[config.mk]
export PLATFORM = sky130hd
export DESIGN_NAME = i2c_xact_seq
export DESIGN_NICKNAME = d
export VERILOG_FILES = /design/src/rtl/i2c_seq_pkg.sv /design/src/rtl/i2c_seq_edge.sv /design/src/rtl/i2c_seq_ctrl.sv /design/src/rtl/i2c_seq_capture.sv /design/src/rtl/i2c_xact_seq.sv
export SDC_FILE = /design/constraint.sdc
export NUM_CORES = 1
export LEC_CHECK = 0
export ABC_CLOCK_PERIOD_IN_PS = 3100
export BUFFER_PORTS_ARGS = -buffer_cell sky130_fd_sc_hd__clkbuf_2
export CAP_MARGIN = 40
export CORE_MARGIN = 3
export CORE_UTILIZATION = 30
export DETAILED_ROUTE_END_ITERATION = 10
export GPL_ROUTABILITY_DRIVEN = 1
export HOLD_SLACK_MARGIN = 0.05
export PLACE_DENSITY_LB_ADDON = 0.05
export SYNTH_ARGS = -nofsm -noshare
export SYNTH_HDL_FRONTEND = slang
export SYNTH_HIERARCHICAL = 1
export SYNTH_SLANG_ARGS = --single-unit
[constraint.sdc]
create_clock -name clk -period 3.1 [get_ports clk]
set_input_delay 0.775 -clock clk [delete_from_list [all_inputs] [get_ports clk]]
set_output_delay 0.775 -clock clk [all_outputs]
set_load 0.02 [all_outputs]
[src/rtl/i2c_seq_pkg.sv]
package i2c_seq_pkg;
  localparam int unsigned NCMD  = 4;
  localparam int unsigned NREAD = NCMD / 2;
  localparam int unsigned CW    = $clog2(NCMD + 1);

  // odd steps are reads, even steps are writes
  function automatic logic step_is_read(input int unsigned idx);
    return (idx % 2) == 1;
  endfunction

  // which write byte / read register a step belongs to
  function automatic int unsigned read_slot(input int unsigned idx);
    return idx / 2;
  endfunction

  // step on offer, clamped to the last command once the chain is spent
  function automatic int unsigned offer_step(input int unsigned cnt);
    return (cnt < NCMD) ? cnt : NCMD - 1;
  endfunction
endpackage

[src/rtl/i2c_seq_edge.sv]
module i2c_seq_edge (
  input  logic clk,
  input  logic rst_n,
  input  logic level,
  output logic rise,
  output logic fall
);
  logic level_q;

  always_ff @(posedge clk or negedge rst_n) begin
    if (!rst_n) level_q <= 1'b0;
    else        level_q <= level;
  end

  assign rise = level & ~level_q;
  assign fall = ~level & level_q;
endmodule

[src/rtl/i2c_seq_ctrl.sv]
module i2c_seq_ctrl
  import i2c_seq_pkg::*;
(
  input  logic          clk,
  input  logic          rst_n,
  input  logic          go,
  input  logic          rise,
  input  logic          fall,
  input  logic          nack,
  output logic          start,
  output logic          run,
  output logic [CW-1:0] step,
  output logic          err,
  output logic          done
);
  logic finish;
  logic cmd_end;

  assign start   = go & ~run;
  assign cmd_end = run & fall & (step != '0);
  assign finish  = cmd_end & (step == CW'(NCMD));

  always_ff @(posedge clk or negedge rst_n) begin
    if (!rst_n) begin
      run  <= 1'b0;
      step <= '0;
      err  <= 1'b0;
      done <= 1'b0;
    end else begin
      done <= finish;
      if (start) begin
        run  <= 1'b1;
        step <= '0;
        err  <= 1'b0;
      end else if (run) begin
        if (rise && (step < CW'(NCMD))) step <= step + CW'(1);
        if (cmd_end && nack) err <= 1'b1;
        if (finish) run <= 1'b0;
      end
    end
  end
endmodule

[src/rtl/i2c_seq_capture.sv]
module i2c_seq_capture
  import i2c_seq_pkg::*;
#(
  parameter int unsigned DW = 8
) (
  input  logic                      clk,
  input  logic                      rst_n,
  input  logic                      run,
  input  logic                      fall,
  input  logic [CW-1:0]             step,
  input  logic [DW-1:0]             rd_in,
  output logic [NREAD-1:0][DW-1:0]  rd_regs
);
  logic        ended_valid;
  int unsigned ended_idx;

  always_comb begin
    ended_valid = run && fall && (step != '0);
    ended_idx   = (step != '0) ? int'(step) - 1 : 0;
  end

  for (genvar g = 0; g < NREAD; g++) begin : g_slot
    logic hit;
    assign hit = ended_valid && step_is_read(ended_idx) &&
                 (read_slot(ended_idx) == g);
    always_ff @(posedge clk or negedge rst_n) begin
      if (!rst_n)   rd_regs[g] <= '0;
      else if (hit) rd_regs[g] <= rd_in;
    end
  end
endmodule

[src/rtl/i2c_xact_seq.sv]
module i2c_xact_seq
  import i2c_seq_pkg::*;
#(
  parameter int unsigned AW       = 7,
  parameter int unsigned DW       = 8,
  parameter logic [6:0]  SLV_ADDR = 7'h2A,
  parameter logic [7:0]  WR_A     = 8'h10,
  parameter logic [7:0]  WR_B     = 8'h20
) (
  input  logic          clk,
  input  logic          rst_n,
  input  logic          go,
  input  logic          busy,
  input  logic [DW-1:0] rd_byte,
  input  logic          ack_err,
  output logic          ena,
  output logic [AW-1:0] addr,
  output logic          rw,
  output logic [DW-1:0] wdata,
  output logic [DW-1:0] rd_first,
  output logic [DW-1:0] rd_second,
  output logic          done,
  output logic          err
);
  logic                     rise_w;
  logic                     fall_w;
  logic                     start_w;
  logic                     run_w;
  logic [CW-1:0]            step_w;
  logic [NREAD-1:0][DW-1:0] rd_regs;
  int unsigned              stage_idx;

  i2c_seq_edge u_edge (
    .clk   (clk),
    .rst_n (rst_n),
    .level (busy),
    .rise  (rise_w),
    .fall  (fall_w)
  );

  i2c_seq_ctrl u_ctrl (
    .clk   (clk),
    .rst_n (rst_n),
    .go    (go),
    .rise  (rise_w),
    .fall  (fall_w),
    .nack  (ack_err),
    .start (start_w),
    .run   (run_w),
    .step  (step_w),
    .err   (err),
    .done  (done)
  );

  i2c_seq_capture #(.DW(DW)) u_cap (
    .clk     (clk),
    .rst_n   (rst_n),
    .run     (run_w),
    .fall    (fall_w),
    .step    (step_w),
    .rd_in   (rd_byte),
    .rd_regs (rd_regs)
  );

  always_comb begin
    stage_idx = offer_step(int'(step_w));
    ena       = run_w && (step_w < CW'(NCMD));
    addr      = AW'(SLV_ADDR);
    rw        = step_is_read(stage_idx);
    wdata     = (read_slot(stage_idx) == 0) ? DW'(WR_A) : DW'(WR_B);
  end

  assign rd_first  = rd_regs[0];
  assign rd_second = rd_regs[NREAD-1];
endmodule

==> results of run 1 <==
## layout make-up
| class | count | area [µm²] | area share, % |
|---|---|---|---|
| inverters | 5 | 18.8 | 1.40 |
| multi-input cells | 62 | 472 | 35.2 |
| repair buffers | 34 | 170 | 12.7 |
| clock inverters | 1 | 5.00 | 0.373 |
| flip-flops and latches | 23 | 576 | 43.0 |
| clock buffers | 3 | 41.3 | 3.08 |
| well taps | 46 | 57.6 | 4.30 |
## flip-flops by register name, summed over array words and instances (netlist names)
register / count
u_edge/level_q: 1
u_cap/rd_regs: 16
u_ctrl/done: 1
u_ctrl/step: 3
u_ctrl/run: 1
u_ctrl/err: 1
## per-stage QoR
| stage | util, % | power (mW) | hold WS (ps) | setup WS (ps) | area (µm²) |
|---|---|---|---|---|---|
| floorplan | - | 0.942 | 479 | 1260 | 1170 |
| global placement | 37.3 | 1.13 | 487 | 1080 | 1290 |
| detailed placement | 37.3 | 1.13 | 494 | 1060 | 1290 |
| CTS | 38.6 | 1.33 | 514 | 1060 | 1340 |
| global route | 38.6 | 1.41 | 527 | 961 | 1340 |
| finish | 38.6 | 1.30 | 491 | 1080 | 1340 |
## worst paths after layout
| path | start | end | depth (start not counted) |
|---|---|---|---|
| worst max-delay path | u_ctrl/step[1] | u_cap/rd_regs[14] | 6 |
| min in group clk | u_cap/rd_regs[1] | u_cap/rd_regs[1] | 1 |
| worst min register to register | u_cap/rd_regs[1] | u_cap/rd_regs[1] | 1 |
| worst min-delay path | rst_n | u_ctrl/run | 1 |
| max in group asynchronous | rst_n | u_cap/rd_regs[8] | 1 |
| worst max register to register | u_ctrl/step[1] | u_cap/rd_regs[14] | 6 |
## power by group
| group | switching, mW | total (mW) | leakage, nW | internal [mW] |
|---|---|---|---|---|
| clock | 0.0955 | 0.185 | 0.0255 | 0.0896 |
| combinational | 0.339 | 0.578 | 0.405 | 0.239 |
| sequential | 0.111 | 0.539 | 0.284 | 0.428 |
| total | 0.545 | 1.30 | 0.715 | 0.757 |
## layer usage
metal	part of all wire, %	vias to the layer above
met5	0	-
met1	46	342
met2	43	41
met4	1.4	0
met3	9.3	4
li1	-	352
==> impl_metrics.ini, run 1 <==
[clocking]
cts_hold_buf = 0
cts-root-buf = clkbuf_8
h-tree-depth = 1
cts_resized = 0
clk_pin_slew_ps = 80
cts_buffers = 3
clk_path_buf_depth = 2
clkLatencyLatePin_ps = 260
clock-sinks = 23
post_cts_buffers = 0
cts_tree = done

[cells_and_area]
fin_cells = 174
synthToLayoutAreaGrowth_pct = 18.6
final_layout_size_suffix_gt1_share_pct = 46.1
mostFrequentLayoutCells = 34 x clkbuf_2, 23 x dfrtp_1, 16 x mux2_2
final.fill_count = 366
finalNetCount = 146
final_common_cell = clkbuf_2
n_antenna_cell = 0

[floorplanning]
core_um2 = 3470
die_y_um = 67.4
die_area_um2 = 4540
start_util_pct = 32.6
num_io_pins = 48
row_count = 21
die_w_um = 67.4

[timing]
hold_viol = 0
fin_setup_tns_ps = 0
skew_ps = 1.81
setup_viol = 0
final-max-slew-violation-count = 0
post-route-min-period_ps = 2020
tightest_slew_ps = 570
fmax_mhz = 494
period_share_pct = 65.3
slew-limit-headroom_pct = 62.0
rsz0062_at_grt = false

[synthesis]
syn_inst = 93
yosysWarnings = 6
syn_area_um2 = 1130
avgSynthCellArea_um2 = 12.1

[grt]
busiest_layer = met1
overflow = 0
grt_max_degree = 24
grt_pass1_vias = 709
met1_usage_pct = 14.2
grt_util_met3_pct = 2.66
grt_pass1_wl_mm = 3.31
grt_use_total_pct = 9.92
use_met2_pct = 13.9
antenna_found_initial = 0

[pwr]
power_density_nw_per_um2 = 971
ir_worst_vdd_mv = 0.321
p_leak_nw = 0.715

[placed_design]
place_inst = 170
dp_hpwl_mm = 1.53
portBuffers = 34
gp_congestion = 0.634

[route]
drtPass1Iterations = 4
drc_errors = 0
wl_per_cell_um = 11.7
viasPerCell = 4.25
drt.antenna.violating_nets = 0
dr.first_iter.drc_count = 30
vias = 739
drt-total-wl_mm = 2.03

[critical_path]
slowest_delay_ps = 490
cp_max_fo = 8
path_class = flop to flop
start_kind = flop
crit_family = simple AND/OR/NAND/NOR gates
worstPathArrival_ps = 2170
worstSetupEndpointType = flop
cp_slowest_cell = dfrtp_1
crit_required_ps = 3250
crit_chain = nor2_1 -> inv_1 -> ha_1 -> and4bb_2 -> nand3_4 -> mux2_2
reg2reg_slack_ps = 1080
path_buf_inv = 1

[outcome]
status = completed

[run]
drv_cap = 0

[worst_hold_path]
min_path_type = input pin to asynchronous set/reset pin
Note: power is estimated with default switching activity, not from simulation.
==> run 2, diff against run 1 <==
- ABC_CLOCK_PERIOD_IN_PS: 3100 -> 1650
- clock period: 3.1 -> 1.65 ns (I/O delays scaled with it)
==> impl_metrics.ini, run 2 (same netlist as run 1, synthesis figures left out) <==
[clocking]
cts_hold_buf = 0
h-tree-depth = 1
clk_pin_slew_ps = 80
cts_buffers = 3
clock-sinks = 23
clkLatencyLatePin_ps = 260
cts_tree = done
cts-root-buf = clkbuf_8
clk_path_buf_depth = 2

[critical_path]
crit_required_ps = 1800
worstSetupEndpointType = flop
crit_cells = 6
start_kind = flop
rr_worst_depth = 6
cp_slowest_cell = dfrtp_1
crit_chain = nor2_4 -> inv_1 -> ha_2 -> and4bb_2 -> nand3b_4 -> mux2_4
crit_family = simple AND/OR/NAND/NOR gates
worstPathArrival_ps = 1850
path_class = flop to flop
path_buf_inv = 1
cp_max_fo = 8
slowest_delay_ps = 410

[grt]
grt_pass1_wl_mm = 3.42
grt_use_total_pct = 10.1
overflow = 0
antenna_found_initial = 0
grt_pass1_vias = 747
grt_max_degree = 24

[floorplanning]
core_um2 = 3470
die_y_um = 67.4
die_w_um = 67.4
start_util_pct = 32.6
die_area_um2 = 4540
num_io_pins = 48
row_count = 21

[timing]
skew_ps = 1.77
fmax_mhz = 587
tightest_slew_ps = 584
final-max-slew-violation-count = 0
period_share_pct = 103
setup_viol = 15
slew-limit-headroom_pct = 61.1
post-route-min-period_ps = 1700
hold_viol = 0
rsz0062_at_grt = true
layout_setup_ws_ps = -53.9
holdWs_ps = 139

[cells_and_area]
largest_reg_flops = 16
fin_cells = 183
final_common_cell = clkbuf_2
final_util_pct = 41.8
reg_top3 = u_cap/rd_regs: 16 flops, u_ctrl/step: 3 flops
n_antenna_cell = 0
final.fill_count = 349
finalNetCount = 155
final_layout_size_suffix_gt1_share_pct = 52.6
fin_area_um2 = 1450
top_register = u_cap/rd_regs
mostFrequentLayoutCells = 32 x clkbuf_2, 22 x dfrtp_1, 14 x mux2_2
synthToLayoutAreaGrowth_pct = 28.2

[outcome]
violations = negative setup slack
status = finished, violations left

[route]
vias = 782
drtPass1Iterations = 4
drt.antenna.violating_nets = 0
wl_per_cell_um = 11.5
drc_errors = 0
viasPerCell = 4.27
dr.first_iter.drc_count = 17
drt-total-wl_mm = 2.11

[pwr]
ir_worst_vdd_mv = 0.712
power_density_nw_per_um2 = 1840
p_leak_nw = 0.768
power_mw = 2.67

[placed_design]
placed_area_um2 = 1360
dp_hpwl_mm = 1.64
portBuffers = 34
place_inst = 177
gp_congestion = 0.750

[worst_hold_path]
min_path_type = input pin to asynchronous set/reset pin

[run]
drv_cap = 0
run 2: cell types whose count changed in the layout (fill, tap and decap cells not counted), sizes merged:
cell,before,now
buf,0,11
clkbuf,37,35
run 2: where the power goes:
| group | internal [mW] | total, mW | switching (mW) |
|---|---|---|---|
| registers | 0.808 | 0.952 | 0.144 |
| clock network | 0.168 | 0.341 | 0.173 |
| logic | 0.615 | 1.38 | 0.761 |
| total | 1.59 | 2.67 | 1.08 |
run 2: routing by layer:
layer,up-vias,wire length (µm),global-route usage [%]
met5,-,0,0
met3,2,131,2.16
met2,24,1070,16.7
met1,382,896,12.9
li1,374,-,-
met4,0,11,3.80
run 2: timing repair:
| item | in CTS | in global routing |
|---|---|---|
| gates resized for setup | 3 | 7 |
| pin swaps | 1 | 1 |
| buffers inserted | 1 | 1 |
| endpoints found under the setup margin | 18 | 18 |
run 2: area by class of cell:
cell class                 count  area, µm²  share of cell area (%)
multi-input combinational     62        502                    34.6
inverter                       5       18.8                    1.30
sequential                    23        577                    39.8
tap                           46       57.6                    3.97
clock buffer                   3       41.3                    2.85
timing repair buffer          43        248                    17.1
clock inverter                 1       5.00                   0.345
run 2: final timing paths:
kind / slack [ps] / start / end
setup / recovery: -50 / u_ctrl/step[0] / u_cap/rd_regs[6]
hold / removal: 140 / rst_n / u_cap/rd_regs[7]
setup reg to reg: -50 / u_ctrl/step[0] / u_cap/rd_regs[6]
hold reg to reg: 510 / u_cap/rd_regs[4] / u_cap/rd_regs[4]
max in group asynchronous: 1100 / rst_n / u_ctrl/step[1]
min in group clk: 280 / busy / u_edge/level_q
run 2: metrics by stage:
stage / setup TNS, ps / setup WS (ps)
2_1_floorplan: -419 / -29.2
3_3_place_gp: -57.9 / -9.73
3_5_place_dp: -718 / -65.7
4_1_cts: -592 / -52.8
5_1_grt: -1470 / -113
6_report: -307 / -53.9
==> run 3, diff against run 2 <==
- ABC_AREA: default -> 1
- SLEW_MARGIN: default -> 5
==> impl_metrics.ini, run 3 <==
[critical_path]
worstSetupEndpointType = flop
path_common_cell = nand2_2
path_class = flop to flop
reg2reg_slack_ps = 110
cp_max_fo = 8
worstPathArrival_ps = 1750
crit_chain = inv_2 -> nand2_2 -> inv_1 -> ha_1 -> nor2_1 -> nand2_2 -> nor2_8 -> buf_4 -> nand3_1 -> nand2_1
crit_required_ps = 1850
rr_worst_depth = 10
start_kind = flop
slowest_delay_ps = 360
cp_slowest_cell = dfrtp_1

[clocking]
clk_path_buf_depth = 2
clk_pin_slew_ps = 80
cts_tree = done
cts_hold_buf = 0
cts-root-buf = clkbuf_8
cts_buffers = 3
clock-sinks = 23
h-tree-depth = 1
clkLatencyLatePin_ps = 260

[pwr]
power_frac_comb_pct = 54.0
seqPwrFrac_pct = 33.3
swShare_pct = 47.3
power_mw = 2.76
power_density_nw_per_um2 = 1870
p_leak_nw = 0.874
p_sw_mw = 1.30
p_int_mw = 1.45
clock_power_share_pct = 12.6
ir_worst_vdd_mv = 0.620

[floorplanning]
row_count = 22
die_y_um = 69.9
core_um2 = 3800
num_io_pins = 48
start_util_pct = 32.2
die_area_um2 = 4880
die_w_um = 69.9

[cells_and_area]
final_common_cell = nand2_1
reg_top3 = u_cap/rd_regs: 16 flops, u_ctrl/step: 3 flops
final.fill_count = 419
area.sequential_um2 = 576
mostFrequentLayoutCells = 40 x nand2_1, 34 x clkbuf_2, 23 x dfrtp_1
top_register = u_cap/rd_regs
fin_area_um2 = 1470
final_util_pct = 38.8
final_layout_size_suffix_gt1_share_pct = 29.6
largest_reg_flops = 16
finalNetCount = 204
n_antenna_cell = 0
multi_input_area_um2 = 510
synthToLayoutAreaGrowth_pct = 20.4

[synthesis]
synth_flop_cell = dfrtp_1
synthSimpleGateAreaFrac_pct = 29.4
syn_area_um2 = 1220
synth_enable_flop_cells = 0
synthXorXnorAreaFrac_pct = 0
async_reset_ff_share_pct = 100
ys_seq_area_share_pct = 47.0
synth.area.top_cells = dfrtp_1 47%, nand2_1 12%, buf_4 8.0%
syn_inst = 146
synth_compound_area_share_pct = 3.78
synth_largest_area_cell = dfrtp_1
synth_top_family_by_area = simple AND/OR/NAND/NOR gates
yosysWarnings = 6
synthAdderAreaFrac_pct = 4.09
netlist.area_leader.share_pct = 47.0
synth-seq-cells = 23
ys_top_cells_by_count = 40 x nand2_1, 23 x dfrtp_1, 19 x inv_1, 19 x nand3_1, 13 x buf_4
muxShareOfSynthArea_pct = 0
avgSynthCellArea_um2 = 8.38
synth_most_common_cell = nand2_1
synth.lib_cells_used.distinct = 20

[timing]
post-route-min-period_ps = 1540
skew_ps = 3.26
fin_setup_tns_ps = 0
final-max-slew-violation-count = 0
slew-limit-headroom_pct = 61.5
hold_viol = 0
rsz0062_at_grt = true
holdWs_ps = 132
tightest_slew_ps = 577
setup_viol = 0
fmax_mhz = 648
period_share_pct = 93.5

[worst_hold_path]
min_path_type = input pin to asynchronous set/reset pin

[grt]
grt_pass1_wl_mm = 4.33
grt_max_degree = 24
grt_use_total_pct = 10.8
overflow = 0
antenna_found_initial = 0
grt_pass1_vias = 970

[route]
dr.first_iter.drc_count = 39
drt-total-wl_mm = 2.47
drt.antenna.violating_nets = 0
drc_errors = 0
viasPerCell = 4.15
wl_per_cell_um = 10.6
vias = 970
drtPass1Iterations = 2

[placed_design]
placed_area_um2 = 1420
dp_hpwl_mm = 2.02
portBuffers = 34
gp_congestion = 0.686

[run]
drv_cap = 0

[outcome]
status = completed
## run 3: worst max-delay path: cells and delay by family, from the launching register on
family / cells / cell delay [ps]
and+or+nand+nor: 6 / 660
DFF: 1 / 360
buffers and inverters: 3 / 300
adders and majority gates: 1 / 180
## run 3: power groups by stage
stage,Clock (mW),Combinational (mW),Sequential [mW]
2_1_floorplan,0,0.772,1.19
6_report,0.348,1.49,0.919
3_5_place_dp,0,1.50,0.934
5_1_grt,0.384,1.66,0.949
4_1_cts,0.361,1.50,0.924
3_3_place_gp,0,1.49,0.930
## run 3: stage by stage
| step | instances | setup slack, ps |
|---|---|---|
| final | 234 | 107 |
| after global routing | 234 | -4.90 |
| after detailed placement | 229 | 114 |
| after floorplan | 157 | 125 |
| after CTS | 233 | 98.7 |
| after global placement | 229 | 135 |
## run 3: final cells by class
cell class | instances | area share, %
sequential | 23 | 39.0
multi-input combinational | 100 | 34.6
timing repair buffer | 39 | 14.1
inverter | 20 | 5.09
tap | 48 | 4.07
clock buffer | 4 | 3.06
## run 3: timing repair
action / 4_1_cts / 5_1_grt
setup buffers: 0 / 1
setup endpoints to repair: 0 / 9
gates resized for setup: 0 / 1
## run 3: layer usage
metal,wire (µm),vias to the layer above,track usage (%)
li1,-,499,-
met1,1070,447,13.0
met2,1250,22,18.8
met3,135,2,3.17
met4,12,0,2.55
met5,0,-,0
## run 3: final timing paths
check	start	to
min	rst_n	u_cap/rd_regs[13]
max	u_ctrl/step[0]	u_cap/rd_regs[10]
min reg2reg	u_cap/rd_regs[12]	u_cap/rd_regs[12]
max in group asynchronous	rst_n	u_cap/rd_regs[8]
min in group clk	busy	u_edge/level_q
max reg2reg	u_ctrl/step[0]	u_cap/rd_regs[10]
## run 3: cells by family (layout without fill, tap and decap cells)
logic type	count (synthesis)	in the layout
buffers and inverters	34	63
other	2	13
adder cells (fa/ha/maj)	4	4
AND/OR/NAND/NOR	77	77
flip-flops	23	23
AO/OA/AOI/OAI	6	6
